<file path="src/rtl/csync_gen.sv">
module csync_gen #(
  parameter int LINE_CYC = 256,
  parameter int L50      = 625,
  parameter int L60      = 525,
  parameter int EQ50     = 5,
  parameter int EQ60     = 6,
  parameter int W_NORM   = 19,
  parameter int W_EQ     = 9,
  parameter int W_BROAD  = 109,
  localparam int LMAX    = (L50 > L60) ? L50 : L60,
  localparam int LW      = $clog2(LMAX + 1)
) (
  input  logic          clk,
  input  logic          rst_n,
  input  logic          mode_en,
  input  logic          fmt_50,
  input  logic          interlace,
  input  logic          out_en,
  input  logic          ext_csync_n,
  output logic          csync_n,
  output logic          field_id,
  output logic          vint,
  output logic [LW-1:0] line_no
);
  localparam int HW   = $clog2(LINE_CYC);
  localparam int KW   = LW + 2;
  localparam int HALF = LINE_CYC / 2;
  localparam logic [KW-1:0] N50 = KW'(L50);
  localparam logic [KW-1:0] N60 = KW'(L60);
  localparam logic [KW-1:0] E50 = KW'(EQ50);
  localparam logic [KW-1:0] E60 = KW'(EQ60);

  logic          pend, c_mode, c_fmt, c_il;
  logic [HW-1:0] hcnt, hpos, wid;
  logic [LW-1:0] lcnt;
  logic [KW-1:0] n_tot, eqn, lim, tot, k;
  logic          half, pre1, br1, po1, pre2, br2, po2, eq, br, low;
  logic          wrap_line, wrap_frame;

  assign n_tot = c_fmt ? N50 : N60;
  assign eqn   = c_fmt ? E50 : E60;
  assign lim   = c_il ? n_tot : ((n_tot + KW'(1)) >> 1);
  assign tot   = lim << 1;

  assign half = hcnt >= HW'(HALF);
  assign hpos = half ? hcnt - HW'(HALF) : hcnt;
  assign k    = ((KW'(lcnt) - KW'(1)) << 1) + KW'(half);

  assign pre1 = k >= tot - eqn;
  assign br1  = k < eqn;
  assign po1  = (k >= eqn) && (k < (eqn << 1));
  assign pre2 = c_il && (k >= n_tot - eqn) && (k < n_tot);
  assign br2  = c_il && (k >= n_tot) && (k < n_tot + eqn);
  assign po2  = c_il && (k >= n_tot + eqn) && (k < n_tot + (eqn << 1));
  assign eq   = pre1 | po1 | pre2 | po2;
  assign br   = br1 | br2;

  assign wid = br ? HW'(W_BROAD) : eq ? HW'(W_EQ) : half ? '0 : HW'(W_NORM);
  assign low = hpos < wid;

  assign wrap_line  = hcnt == HW'(LINE_CYC - 1);
  assign wrap_frame = wrap_line && (KW'(lcnt) == lim);

  always_ff @(posedge clk or negedge rst_n) begin
    if (!rst_n) begin
      pend     <= 1'b1;
      c_mode   <= 1'b0;
      c_fmt    <= 1'b0;
      c_il     <= 1'b0;
      hcnt     <= '0;
      lcnt     <= LW'(1);
      csync_n  <= 1'b1;
      field_id <= 1'b0;
      vint     <= 1'b0;
      line_no  <= LW'(1);
    end else if (pend) begin
      pend   <= 1'b0;
      c_mode <= mode_en;
      c_fmt  <= fmt_50;
      c_il   <= interlace;
    end else begin
      csync_n  <= !out_en ? 1'b1 : (c_mode ? !low : ext_csync_n);
      field_id <= c_il && (k >= n_tot);
      vint     <= eq | br;
      line_no  <= lcnt;
      if (wrap_line) begin
        hcnt <= '0;
        if (wrap_frame) begin
          lcnt   <= LW'(1);
          c_mode <= mode_en;
          c_fmt  <= fmt_50;
          c_il   <= interlace;
        end else begin
          lcnt <= lcnt + LW'(1);
        end
      end else begin
        hcnt <= hcnt + HW'(1);
      end
    end
  end

  p_idle_high_r8: assert property (@(posedge clk) disable iff (!rst_n)
    (!out_en && !pend) |=> csync_n);

  p_ext_follow_r9: assert property (@(posedge clk) disable iff (!rst_n)
    (!pend && !c_mode && out_en) |=> (csync_n == $past(ext_csync_n)));

  p_prog_field_r7: assert property (@(posedge clk) disable iff (!rst_n)
    (!c_il && $past(!c_il) && !$past(pend)) |-> !field_id);

  p_cfg_hold_r10: assert property (@(posedge clk) disable iff (!rst_n)
    (!pend && !wrap_frame) |=> $stable({c_mode, c_fmt, c_il}));

  p_line_range_r11: assert property (@(posedge clk) disable iff (!rst_n)
    (line_no >= LW'(1)) && (KW'(line_no) <= KW'(LMAX)));

  p_line_step_r11: assert property (@(posedge clk) disable iff (!rst_n)
    (!pend && wrap_line && !wrap_frame) |=> (lcnt == $past(lcnt) + LW'(1)));
endmodule

</file>
<file path="config.mk">
export PLATFORM = sky130hd
export DESIGN_NAME = csync_gen
export DESIGN_NICKNAME = d
export VERILOG_FILES = /design/src/rtl/csync_gen.sv
export SDC_FILE = /design/constraint.sdc
export NUM_CORES = 1
export LEC_CHECK = 0
export BUFFER_PORTS_ARGS = -buffer_cell sky130_fd_sc_hd__buf_2
export CORE_UTILIZATION = 50
export DETAILED_ROUTE_END_ITERATION = 8
export PLACE_DENSITY = 0.71
export SYNTH_ARGS = -nofsm -noshare
export SYNTH_HDL_FRONTEND = slang
export SYNTH_SLANG_ARGS = --single-unit
export TNS_END_PERCENT = 50
</file>
<file path="constraint.sdc">
create_clock -name clk -period 11.16 [get_ports clk]
set_input_delay 0.558 -clock clk [delete_from_list [all_inputs] [get_ports clk]]
set_output_delay 0.558 -clock clk [all_outputs]
set_load 0.03 [all_outputs]
</file>
Word-level counts from Yosys, hierarchy flattened
Cells that the tools add are included.
{ "op_classes": {"n_lt_le_gt_ge": 12, "n_div": 0, "bitwise_logic": 6, "addsub": 10, "n_mul": 0, "n_mux": 20, "n_shift": 0, "n_reduce_logical": 13, "n_eq_ne": 2} }
{ "op_table": {"columns": ["operator", "count"], "rows": [
  ["$ge 12x12->1", 2],
  ["$mux 10", 2],
  ["$mux 8", 2],
  ["$mux 7", 2],
  ["$add 12x1->12", 1],
  ["$ge 12x10->1", 1],
  ["$ge 12x11->1", 1],
  ["$ge 12x3->1", 1],
  ["$lt 12x10->1", 1],
  ["$lt 12x11->1", 1],
  ["$lt 12x12->1", 1],
  ["$lt 12x3->1", 1],
  ["$lt 12x4->1", 1],
  ["$sub 11x3->12", 1],
  ["$add 10x1->11 const B", 1],
  ["$add 10x3->11", 1],
  ["$add 10x4->11", 1],
  ["$mux 1", 11],
  ["$sub 10x1->11 const B", 1],
  ["$sub 10x3->11", 1],
  ["$add 10x1->10 const B", 1],
  ["$eq 10x10->1", 1],
  ["$mux 5", 2],
  ["$add 8x1->8 const B", 1],
  ["other kinds (11)", 24]
]} }
{ "word_totals": {"regBits": 35, "rom_bits": 0, "mem_count": 0, "output_inout_bits": 13, "inputBits": 7, "ramBits": 0, "wordCells": 73, "latch_bits": 0} }

Longest topological paths before layout
Gate-level depths: netlist of run 1.
{ "logic_depth": {"word_depth": 14, "mapped_depth": 20, "ltp_nobuf": 19} }

Least setup slack after synthesis of run 1
OpenSTA, ideal clock, no wires.
{ "synth_timing": {"path_type": "reg-to-reg", "startpoint": "register lcnt[0]", "endpoint": "register csync_n", "setup_time_ps": 91, "t_arrival_ps": 4072, "path_slack_ps": 6998, "required_time_ps": 11069, "stages_incl_launch_ff": 19, "period_less_slack_ps": 4162, "path_buffers": 1, "path_cell_list": "dfstp_2 > clkbuf_1 > inv_1 > ha_1 > nor3b_1 > nand2_1 > xnor2_1 > inv_1 > ha_1 > a21o_1 > a211oi_1 > o21ai_0 > a311oi_1 > nand3b_2 > nand2b_1 > ha_1 > a222oi_1 > nor4b_1 > a31oi_1"} }
{ "synth_via": {"elab_chain_cells": 13, "elab_cells_between_ends": 29, "cone_classes": "add/sub (2); order compare (11); mux (4); bitwise (4); reduce/logical (8)"} }
{ "synth_lines": {"columns": ["element", "line", "text"], "rows": [
  ["start, declared", "35", "logic [LW-1:0] lcnt;"],
  ["start signal, assigned", "94", "lcnt <= lcnt + LW'(1);"],
  ["$sub 10x1->11 (*)", "47", "assign k = ((KW'(lcnt) - KW'(1)) << 1) + KW'(half);"],
  ["$add 12x1->12 (*)", "47", null],
  ["$ge 12x3->1, or another cell as far along", "51", "assign po1 = (k >= eqn) && (k < (eqn << 1));"],
  ["$logic_and 1x1->1, on equally long branches", "51, 52", null],
  ["$or 1x1->1 or $logic_and 1x1->1 (tied branches)", "55, 52", null],
  ["$or 1x1->1 (2 in a row)", "55", "assign eq = pre1 | po1 | pre2 | po2;"],
  ["$mux 5", "58", "assign wid = br ? HW'(W_BROAD) : eq ? HW'(W_EQ) : half ? '0 : HW'(W_NORM);"],
  ["$mux 7 (*)", "58", null],
  ["$lt 8x7->1 (*)", "59", "assign low = hpos < wid;"],
  ["$logic_not 1->1 (*)", "82", "csync_n <= !out_en ? 1'b1 : (c_mode ? !low : ext_csync_n);"],
  ["$mux 1 (*) (2 in a row)", "82", null],
  ["end signal, assigned", "82", null],
  ["end, declared", "20", "output logic csync_n,"]
]} }
Every way passes the cells marked *; elsewhere a longest branch is shown, timed or not.
A chain may end at the register's enable or synchronous reset.

Final worst setup path of run 1
Same ends and word-level chain as after synthesis.

==> results of run 1 <==
-- state kept, by name, summed over array words and instances, names as in the netlist --
signal and cells:
csync_n 1, line_no 10, field_id 1, hcnt 8, c_il 1, c_mode 1, pend 1, lcnt 10
c_fmt 1, vint 1
-- power by group --
group / total [uW] / internal, uW / switching, uW
Clock: 96.1 / 50.5 / 45.6
Combinational: 81.5 / 38.7 / 42.9
Sequential: 159 / 140 / 19.6
-- cell usage in the layout (no fill, tap or decap), drive strengths merged, types with 7 or more instances in the layout --
master / netlist / routed
ha: 35 / 35
dfrtp: 31 / 31
nor2: 27 / 27
nand2: 22 / 22
inv: 20 / 20
buf: 3 / 19
o21ai: 16 / 16
xnor2: 14 / 14
a21oi: 12 / 12
mux2: 11 / 11
xor2: 10 / 10
nor3: 9 / 9
nand3: 8 / 8
a31oi: 7 / 7
clkbuf: 11 / 7
-- worst max-delay path: cells and delay by family (launching register included) --
kind	cells	cell delay, ns
compound gates	6	1.31
fa+ha+maj	3	0.91
simple gates	5	1.46
xor+xnor	1	0.23
buf+inv	2	0.31
flops	1	0.44
-- layer usage --
metal / GRT usage (%) / routed length [um] / vias up
met5: 0 / 0 / -
met4: 7.96 / 124 / 0
met3: 4.24 / 360 / 19
met1: 33.4 / 3250 / 1158
li1: - / - / 1185
met2: 35.7 / 2760 / 93
-- cell usage after synthesis (4+ instances only) --
cell type,instances
sky130_fd_sc_hd__dfrtp_1,31
sky130_fd_sc_hd__nand3_1,8
sky130_fd_sc_hd__o31ai_1,5
sky130_fd_sc_hd__dfstp_2,4
sky130_fd_sc_hd__nor2_1,27
sky130_fd_sc_hd__o211ai_1,4
sky130_fd_sc_hd__nor2b_1,5
sky130_fd_sc_hd__ha_1,35
sky130_fd_sc_hd__o21ai_0,16
sky130_fd_sc_hd__nand4_1,6
sky130_fd_sc_hd__nor4b_1,4
sky130_fd_sc_hd__nor3_1,9
sky130_fd_sc_hd__nor4_1,5
sky130_fd_sc_hd__clkbuf_1,11
sky130_fd_sc_hd__a31oi_1,6
sky130_fd_sc_hd__inv_1,20
sky130_fd_sc_hd__xor2_1,10
sky130_fd_sc_hd__xnor2_1,14
sky130_fd_sc_hd__and3_1,4
sky130_fd_sc_hd__mux2_2,10
sky130_fd_sc_hd__a21oi_1,12
sky130_fd_sc_hd__nand2_1,22
-- through the flow --
step | hold slack (ns) | total power (uW) | cell area [sq um] | std cells | setup WS [ns]
floorplan | 0.262 | 220 | 2890 | 322 | 7.00
global placement | 0.468 | 241 | 3000 | 399 | 6.68
detailed placement | 0.473 | 243 | 3000 | 399 | 6.46
CTS | 0.380 | 342 | 3100 | 407 | 6.44
global route | 0.418 | 361 | 3100 | 407 | 5.93
finish | 0.354 | 337 | 3100 | 407 | 6.41
-- worst max-delay path by stage --
stage	endpoint	slack (ns)	cells past startpoint
after floorplan	csync_n$_DFFE_PN1N_	7.00	18
after global placement	csync_n$_DFFE_PN1N_	6.68	17
after detailed placement	csync_n$_DFFE_PN1N_	6.46	17
after CTS	csync_n$_DFFE_PN1N_	6.44	17
after global routing	csync_n$_DFFE_PN1N_	5.93	17
final	csync_n$_DFFE_PN1N_	6.41	17
-- kinds of logic after synthesis --
logic type,share of synthesized area [%]
compound gates,16.4
xor+xnor,7.28
fa+ha+maj,15.5
buf+inv,5.07
flops,30.5
mux,4.42
other cells,0.260
simple gates,20.5
-- layout make-up --
cell class | count | share of cell area [%]
clock buffers | 7 | 2.79
clock inverters | 1 | 0.283
inverters | 21 | 2.54
multi-input cells | 252 | 60.0
flip-flops and latches | 35 | 28.4
well taps | 72 | 2.91
repair buffers | 19 | 3.07
==> reports/qor.log, run 1 <==
[final_layout] fraction of final layout cells with drive strength greater than 1 14.9%
[routing] drt first-iter violations 235
[global_route] number of global-route vias before repair 2254
[clock_network] maximum root-to-sink buffer count 2
[placed_design] Final Wtd Congestion 0.889
[routing] vias after detailed routing 2455
[critical_path] worst flop-to-flop path endpoint csync_n$_DFFE_PN1N_
[timing] unrepaired setup endpoints after global routing false
[routing] via density per instance 6.03
[floorplanning] effective utilization at floorplan 52.1%
[clock_network] CTS hold repair buffers 0
[critical_path] ordered cell list for the critical path inv_1 > ha_1 > nor3b_1 > nand2_1 > xnor2_1 > inv_1 > ha_1 > a21o_1 > a211oi_1 > o21ai_0 > a311oi_1 > nand3b_2 > nand2b_1 > ha_1 > a222oi_1 > nor4b_1 > a31oi_1
[critical_path] sort of element at the end of the critical path register
[job] max-cap violations 0
[critical_path] Crit Path Category register to register
[clock_network] cell chosen for the clock root sky130_fd_sc_hd__clkbuf_8
[pwr] VDD IR-drop max 0.0667 mV
[floorplanning] I/O pin cnt 20
[critical_path] setup slack on the worst flop-to-flop path 6.41 ns
[final_layout] number of diodes 0
[logic_synthesis] sequential fraction of the synthesis area 30.5%
[critical_path] Max FO, Critical Path 14
[timing] Hold Vio Cnt, Final 0
[floorplanning] vertical extent of the die 78.0 um
[logic_synthesis] Area contributors post-synth sky130_fd_sc_hd__dfrtp_1 (27%), sky130_fd_sc_hd__ha_1 (15%), sky130_fd_sc_hd__xnor2_1 (4.2%), sky130_fd_sc_hd__mux2_2 (3.9%), sky130_fd_sc_hd__dfstp_2 (3.6%)
[global_route] wire length of the first global-routing pass 11.0 mm
[routing] DRT antenna net count 0
[timing] Final TNS setup 0 ns
[logic_synthesis] area share of the largest cell type after synthesis 26.9%
[logic_synthesis] cell type contributing the most total cell area after synthesis sky130_fd_sc_hd__dfrtp_1
[pwr] Leakage 0.00136 uW
[logic_synthesis] mean post-synth cell area 8.96 sq um
[logic_synthesis] Gate Count Post-Synth 322
[critical_path] delay of the slowest cell on the worst path 0.62 ns
[floorplanning] Chip Width 78.0 um
[routing] WL final 6.50 mm
[logic_synthesis] nets in the synthesized netlist 364
[logic_synthesis] ys async rst share 100%
[logic_synthesis] #FFs+latches synth 35
[routing] DRC violations left 0
[global_route] grt ovf 0
[timing] crit path time final 4.75 ns
[timing] Slew @ Worst Pin 0.866 ns
[logic_synthesis] Primary FF master, synth sky130_fd_sc_hd__dfrtp_1
[final_layout] utilization after layout 55.9%
[critical_path] most prevalent standard cell on the critical path sky130_fd_sc_hd__ha_1
[logic_synthesis] area of the mapped netlist 2890 sq um
[timing] count of final max-slew check failures 0
[clock_network] CTS tree done
[floorplanning] core area 5540 sq um
[logic_synthesis] Yosys warning count 0
[clock_network] sinks on the clock net 35
[status] status finished, final reports clean
[final_layout] final-layout fill cell count 517
[final_layout] area taken by flip-flops and latches 881 sq um
[critical_path] R2R cell count 17
[placed_design] number of buffer cells added on primary ports 19
[floorplanning] die footprint 6080 sq um
[clock_network] Clock transition at path regs 0.07 ns
[timing] highest clock rate 0.211 GHz
[placed_design] HPWL after DPL 4.80 mm
[timing] remaining max-slew budget at the tightest pin 41.7%
[timing] final clock period utilization by the worst path 42.5%
[critical_path] CP startpoint kind register
[final_layout] net total in the final layout 376
[critical_path] slowest cell on the critical path sky130_fd_sc_hd__nor3b_1
[clock_network] post-CTS repair timing setup buffer count 0
[routing] number of iterations in the first detailed-routing pass 5
[logic_synthesis] Post-synth EDFFs 0
[clock_network] H-tree level count 2
[critical_path] worst reg2reg startpoint lcnt[0]$_DFFE_PN1P_
[floorplanning] number of core rows 27
[final_layout] area growth from synthesis to final layout 7.37%
[timing] endpoints failing setup 0
[critical_path] worst setup path startpoint lcnt[0]$_DFFE_PN1P_
[global_route] overall track demand over capacity in global routing 23.4%
[logic_synthesis] Cell variety after synth 58
[clock_network] number of clock buffers inserted by TritonCTS 5
[global_route] pin count of the biggest net entering global routing 36
[critical_path] required time of the critical path 11.37 ns
[critical_path] critical path data arrival time 4.96 ns
[hold_path] worst min-delay path class input pin to asynchronous set/reset pin
[final_layout] multi-input combinational cell area 1860 sq um
[routing] post-detailed-route wirelength per cell 16.0 um
[pwr] power density over the cells 109 nW/um^2
[clock_network] insertion delay to the later sink of the worst-skew pair 0.29 ns
[timing] worst-case clock skew 0.00403 ns
[clock_network] PostCTS Resize Cnt 0
[global_route] initial antenna violation count 0
(Power assumes the default switching activity.)
==> inputs of run 2 (changes only) <==
Settings changed: PLACE_DENSITY 0.71 to 0.74.
Clock period 11.16 ns to 3.84 ns, I/O delays scaled along.
==> reports/qor.log, run 2 (same netlist as run 1, synthesis figures left out) <==
[critical_path] R2R cell count 15 [-2]
[critical_path] most prevalent standard cell on the critical path sky130_fd_sc_hd__ha_1
[final_layout] final-layout fill cell count 452 [-13%]
[routing] DRC violations left 0 [unchanged]
[final_layout] number of diodes 0 [unchanged]
[routing] number of iterations in the first detailed-routing pass 5 [unchanged]
[status] status finished with violations
[final_layout] fraction of final layout cells with drive strength greater than 1 31.1% [+16 points]
[critical_path] buffers and inverters on the worst path 0 [-2]
[final_layout] final design area excluding fillers 3550 sq um [+14%]
[placed_design] Final Wtd Congestion 0.868 [-2.4%]
[clock_network] sinks on the clock net 35 [unchanged]
[pwr] Leakage 0.00157 uW [+16%]
[critical_path] slowest cell on the critical path sky130_fd_sc_hd__or4_4
[final_layout] final std cells w/o fill 445 [+9.3%]
[placed_design] number of cells after detailed placement 432 [+8.3%]
[critical_path] Crit Path Category register to register
[critical_path] Max FO, Critical Path 5 [-9]
[final_layout] area growth from synthesis to final layout 22.9%
[routing] drt first-iter violations 197 [-16%]
[global_route] grt ovf 0 [unchanged]
[floorplanning] vertical extent of the die 78.0 um [unchanged]
[placed_design] HPWL after DPL 5.28 mm [+9.9%]
[clock_network] maximum root-to-sink buffer count 2 [unchanged]
[global_route] number of global-route vias before repair 2450 [+8.7%]
[critical_path] sort of element at the end of the critical path register
[floorplanning] effective utilization at floorplan 52.1% [unchanged]
[critical_path] instance count on the critical path 15 [-2]
[clock_network] insertion delay to the later sink of the worst-skew pair 0.29 ns [about the same]
[job] max-cap violations 0 [unchanged]
[timing] unrepaired setup endpoints after global routing true
[global_route] pin count of the biggest net entering global routing 36 [unchanged]
[timing] final clock period utilization by the worst path 97.8% [+55 points]
[critical_path] worst flop-to-flop path endpoint csync_n$_DFFE_PN1N_
[timing] count of final max-slew check failures 0 [unchanged]
[placed_design] cell area after placement 3290 sq um [+9.5%]
[hold_path] worst min-delay path class input pin to asynchronous set/reset pin
[critical_path] worst setup path startpoint lcnt[1]$_DFFE_PN0P_
[final_layout] area taken by flip-flops and latches 881 sq um [unchanged]
[pwr] total power of the final layout 1010 uW [+200%]
[clock_network] Clock transition at path regs 0.08 ns [about the same]
[timing] endpoints failing setup 0 [unchanged]
[routing] DRT antenna net count 0 [unchanged]
[critical_path] setup slack on the worst flop-to-flop path 0.08 ns [-6.33 ns]
[clock_network] number of clock buffers inserted by TritonCTS 5 [unchanged]
[global_route] wire length of the first global-routing pass 11.6 mm [+5.4%]
[critical_path] ordered cell list for the critical path or4_4 > nor2_4 > xor2_1 > ha_1 > and3_4 > a311oi_2 > a41o_1 > o31ai_1 > a31oi_2 > nand3b_2 > nand2b_4 > ha_1 > a222oi_1 > nor4b_2 > a31oi_1
[critical_path] delay of the slowest cell on the worst path 0.58 ns [-0.04 ns]
[final_layout] commonest cells after routing, fill and taps aside sky130_fd_sc_hd__buf_4 (38), sky130_fd_sc_hd__ha_1 (31), sky130_fd_sc_hd__dfrtp_1 (31)
[critical_path] critical path data arrival time 3.97 ns [-0.99 ns]
[floorplanning] Chip Width 78.0 um [unchanged]
[timing] Slew @ Worst Pin 0.864 ns [-0.00189 ns]
[timing] post-layout worst setup margin 0.0834 ns [-6.33 ns]
[global_route] initial antenna violation count 0 [unchanged]
[floorplanning] number of core rows 27 [unchanged]
[global_route] overall track demand over capacity in global routing 24.7% [+1.3 points]
[clock_network] H-tree level count 2 [unchanged]
[clock_network] CTS hold repair buffers 0 [unchanged]
[timing] highest clock rate 0.266 GHz [+26%]
[critical_path] required time of the critical path 4.06 ns [-7.31 ns]
[timing] remaining max-slew budget at the tightest pin 41.9% [+0.13 points]
[final_layout] net total in the final layout 414 [+10%]
[timing] worst slack on hold paths -0.0291 ns [-0.383 ns]
[routing] post-detailed-route wirelength per cell 16.6 um [+3.9%]
[final_layout] multi-input combinational cell area 2030 sq um [+9.2%]
[critical_path] worst reg2reg startpoint lcnt[1]$_DFFE_PN0P_
[final_layout] top flop regs lcnt (10), line_no (10), hcnt (8)
[routing] vias after detailed routing 2668 [+8.7%]
[critical_path] capturing element of the worst setup path csync_n$_DFFE_PN1N_
[status] violations in the final reports negative hold slack
[timing] worst-case clock skew 0.00347 ns [-0.000563 ns]
[final_layout] most common library cell in the layout ignoring fill and taps sky130_fd_sc_hd__buf_4
[placed_design] post-place setup slack -0.0459 ns [-6.51 ns]
[routing] WL final 7.38 mm [+14%]
[pwr] VDD IR-drop max 0.202 mV [+200%]
[floorplanning] core area 5540 sq um [unchanged]
[critical_path] cell family with the largest share of critical-path delay simple AND/OR/NAND/NOR gates
[placed_design] number of buffer cells added on primary ports 19 [unchanged]
[routing] via density per instance 6.00 [-0.60%]
[timing] Hold Vio Cnt, Final 31 [+31]
[timing] crit path time final 3.76 ns [-0.991 ns]
[floorplanning] die footprint 6080 sq um [unchanged]
[final_layout] utilization after layout 64.0% [+8.1 points]
[clock_network] cell chosen for the clock root sky130_fd_sc_hd__clkbuf_8
[floorplanning] I/O pin cnt 20 [unchanged]
[critical_path] CP startpoint kind register
[pwr] power density over the cells 285 nW/um^2 [+160%]
[clock_network] CTS tree done
run 2: cell types whose count changed in the layout (fill, tap and decap cells not counted), moves of 3 or more:
cell / change
sky130_fd_sc_hd__buf_4: +38
sky130_fd_sc_hd__ha_1: -4
sky130_fd_sc_hd__ha_4: +3
sky130_fd_sc_hd__nor4_1: -3
sky130_fd_sc_hd__nor4_2: +3
run 2: routing by layer:
| metal | wire length [um] | GRT usage (%) |
|---|---|---|
| met4 | 81 | 7.22 |
| met3 | 374 | 4.82 |
| met5 | 0 | 0 |
| met1 | 3370 | 33.6 |
| met2 | 3560 | 39.9 |
run 2: how the worst min path moves through the flow:
stage	cells past startpoint	slack (ns)	end
after global routing	1	0.06	line_no[8]$_DFFE_PN0N_
after CTS	1	0.008	field_id$_DFFE_PN0N_
after floorplan	0	-0.10	c_fmt$_DFFE_PN0P_
after detailed placement	1	0.33	field_id$_DFFE_PN0N_
final	1	-0.03	line_no[7]$_DFFE_PN0N_
after global placement	1	0.32	field_id$_DFFE_PN0N_
run 2: worst reg2reg max path, stage by stage (launching register included):
cell and delay [ns]:
sky130_fd_sc_hd__dfrtp_1 0.41, sky130_fd_sc_hd__or4_4 0.58, sky130_fd_sc_hd__nor2_4 0.13, sky130_fd_sc_hd__xor2_1 0.18
sky130_fd_sc_hd__ha_1 0.30, sky130_fd_sc_hd__and3_4 0.23, sky130_fd_sc_hd__a311oi_2 0.24, sky130_fd_sc_hd__a41o_1 0.15
sky130_fd_sc_hd__o31ai_1 0.11, sky130_fd_sc_hd__a31oi_2 0.19, sky130_fd_sc_hd__nand3b_2 0.13, sky130_fd_sc_hd__nand2b_4 0.17
sky130_fd_sc_hd__ha_1 0.28, sky130_fd_sc_hd__a222oi_1 0.25, sky130_fd_sc_hd__nor4b_2 0.24, sky130_fd_sc_hd__a31oi_1 0.11
run 2: final cells by class:
type                       count  share of cell area [%]
inverter                      21                    2.29
clock inverter                 2                   0.353
tap                           72                    2.54
clock buffer                   6                    2.05
multi-input combinational    252                    57.2
sequential                    35                    24.8
timing repair buffer          57                    10.7
run 2: repair_timing:
| item | CTS | global route |
|---|---|---|
| resized for setup | 1 | 25 |
| buffers inserted | 1 | 5 |
| endpoints found under the setup margin | 1 | 1 |
| endpoints found under the hold margin | 0 | 0 |
| pin swaps | 3 | 14 |
run 2: power by group:
group	switching, uW	internal (uW)	total (uW)
clock	143	127	270
combinational	143	136	278
sequential	58.5	406	464
run 2: per-stage QoR:
step | setup TNS (ns) | hold slack, ns
finish | 0 | -0.0291
detailed placement | -0.0459 | 0.329
floorplan | 0 | -0.104
CTS | 0 | 0.00781
global route | -0.0894 | 0.0607
global placement | 0 | 0.324
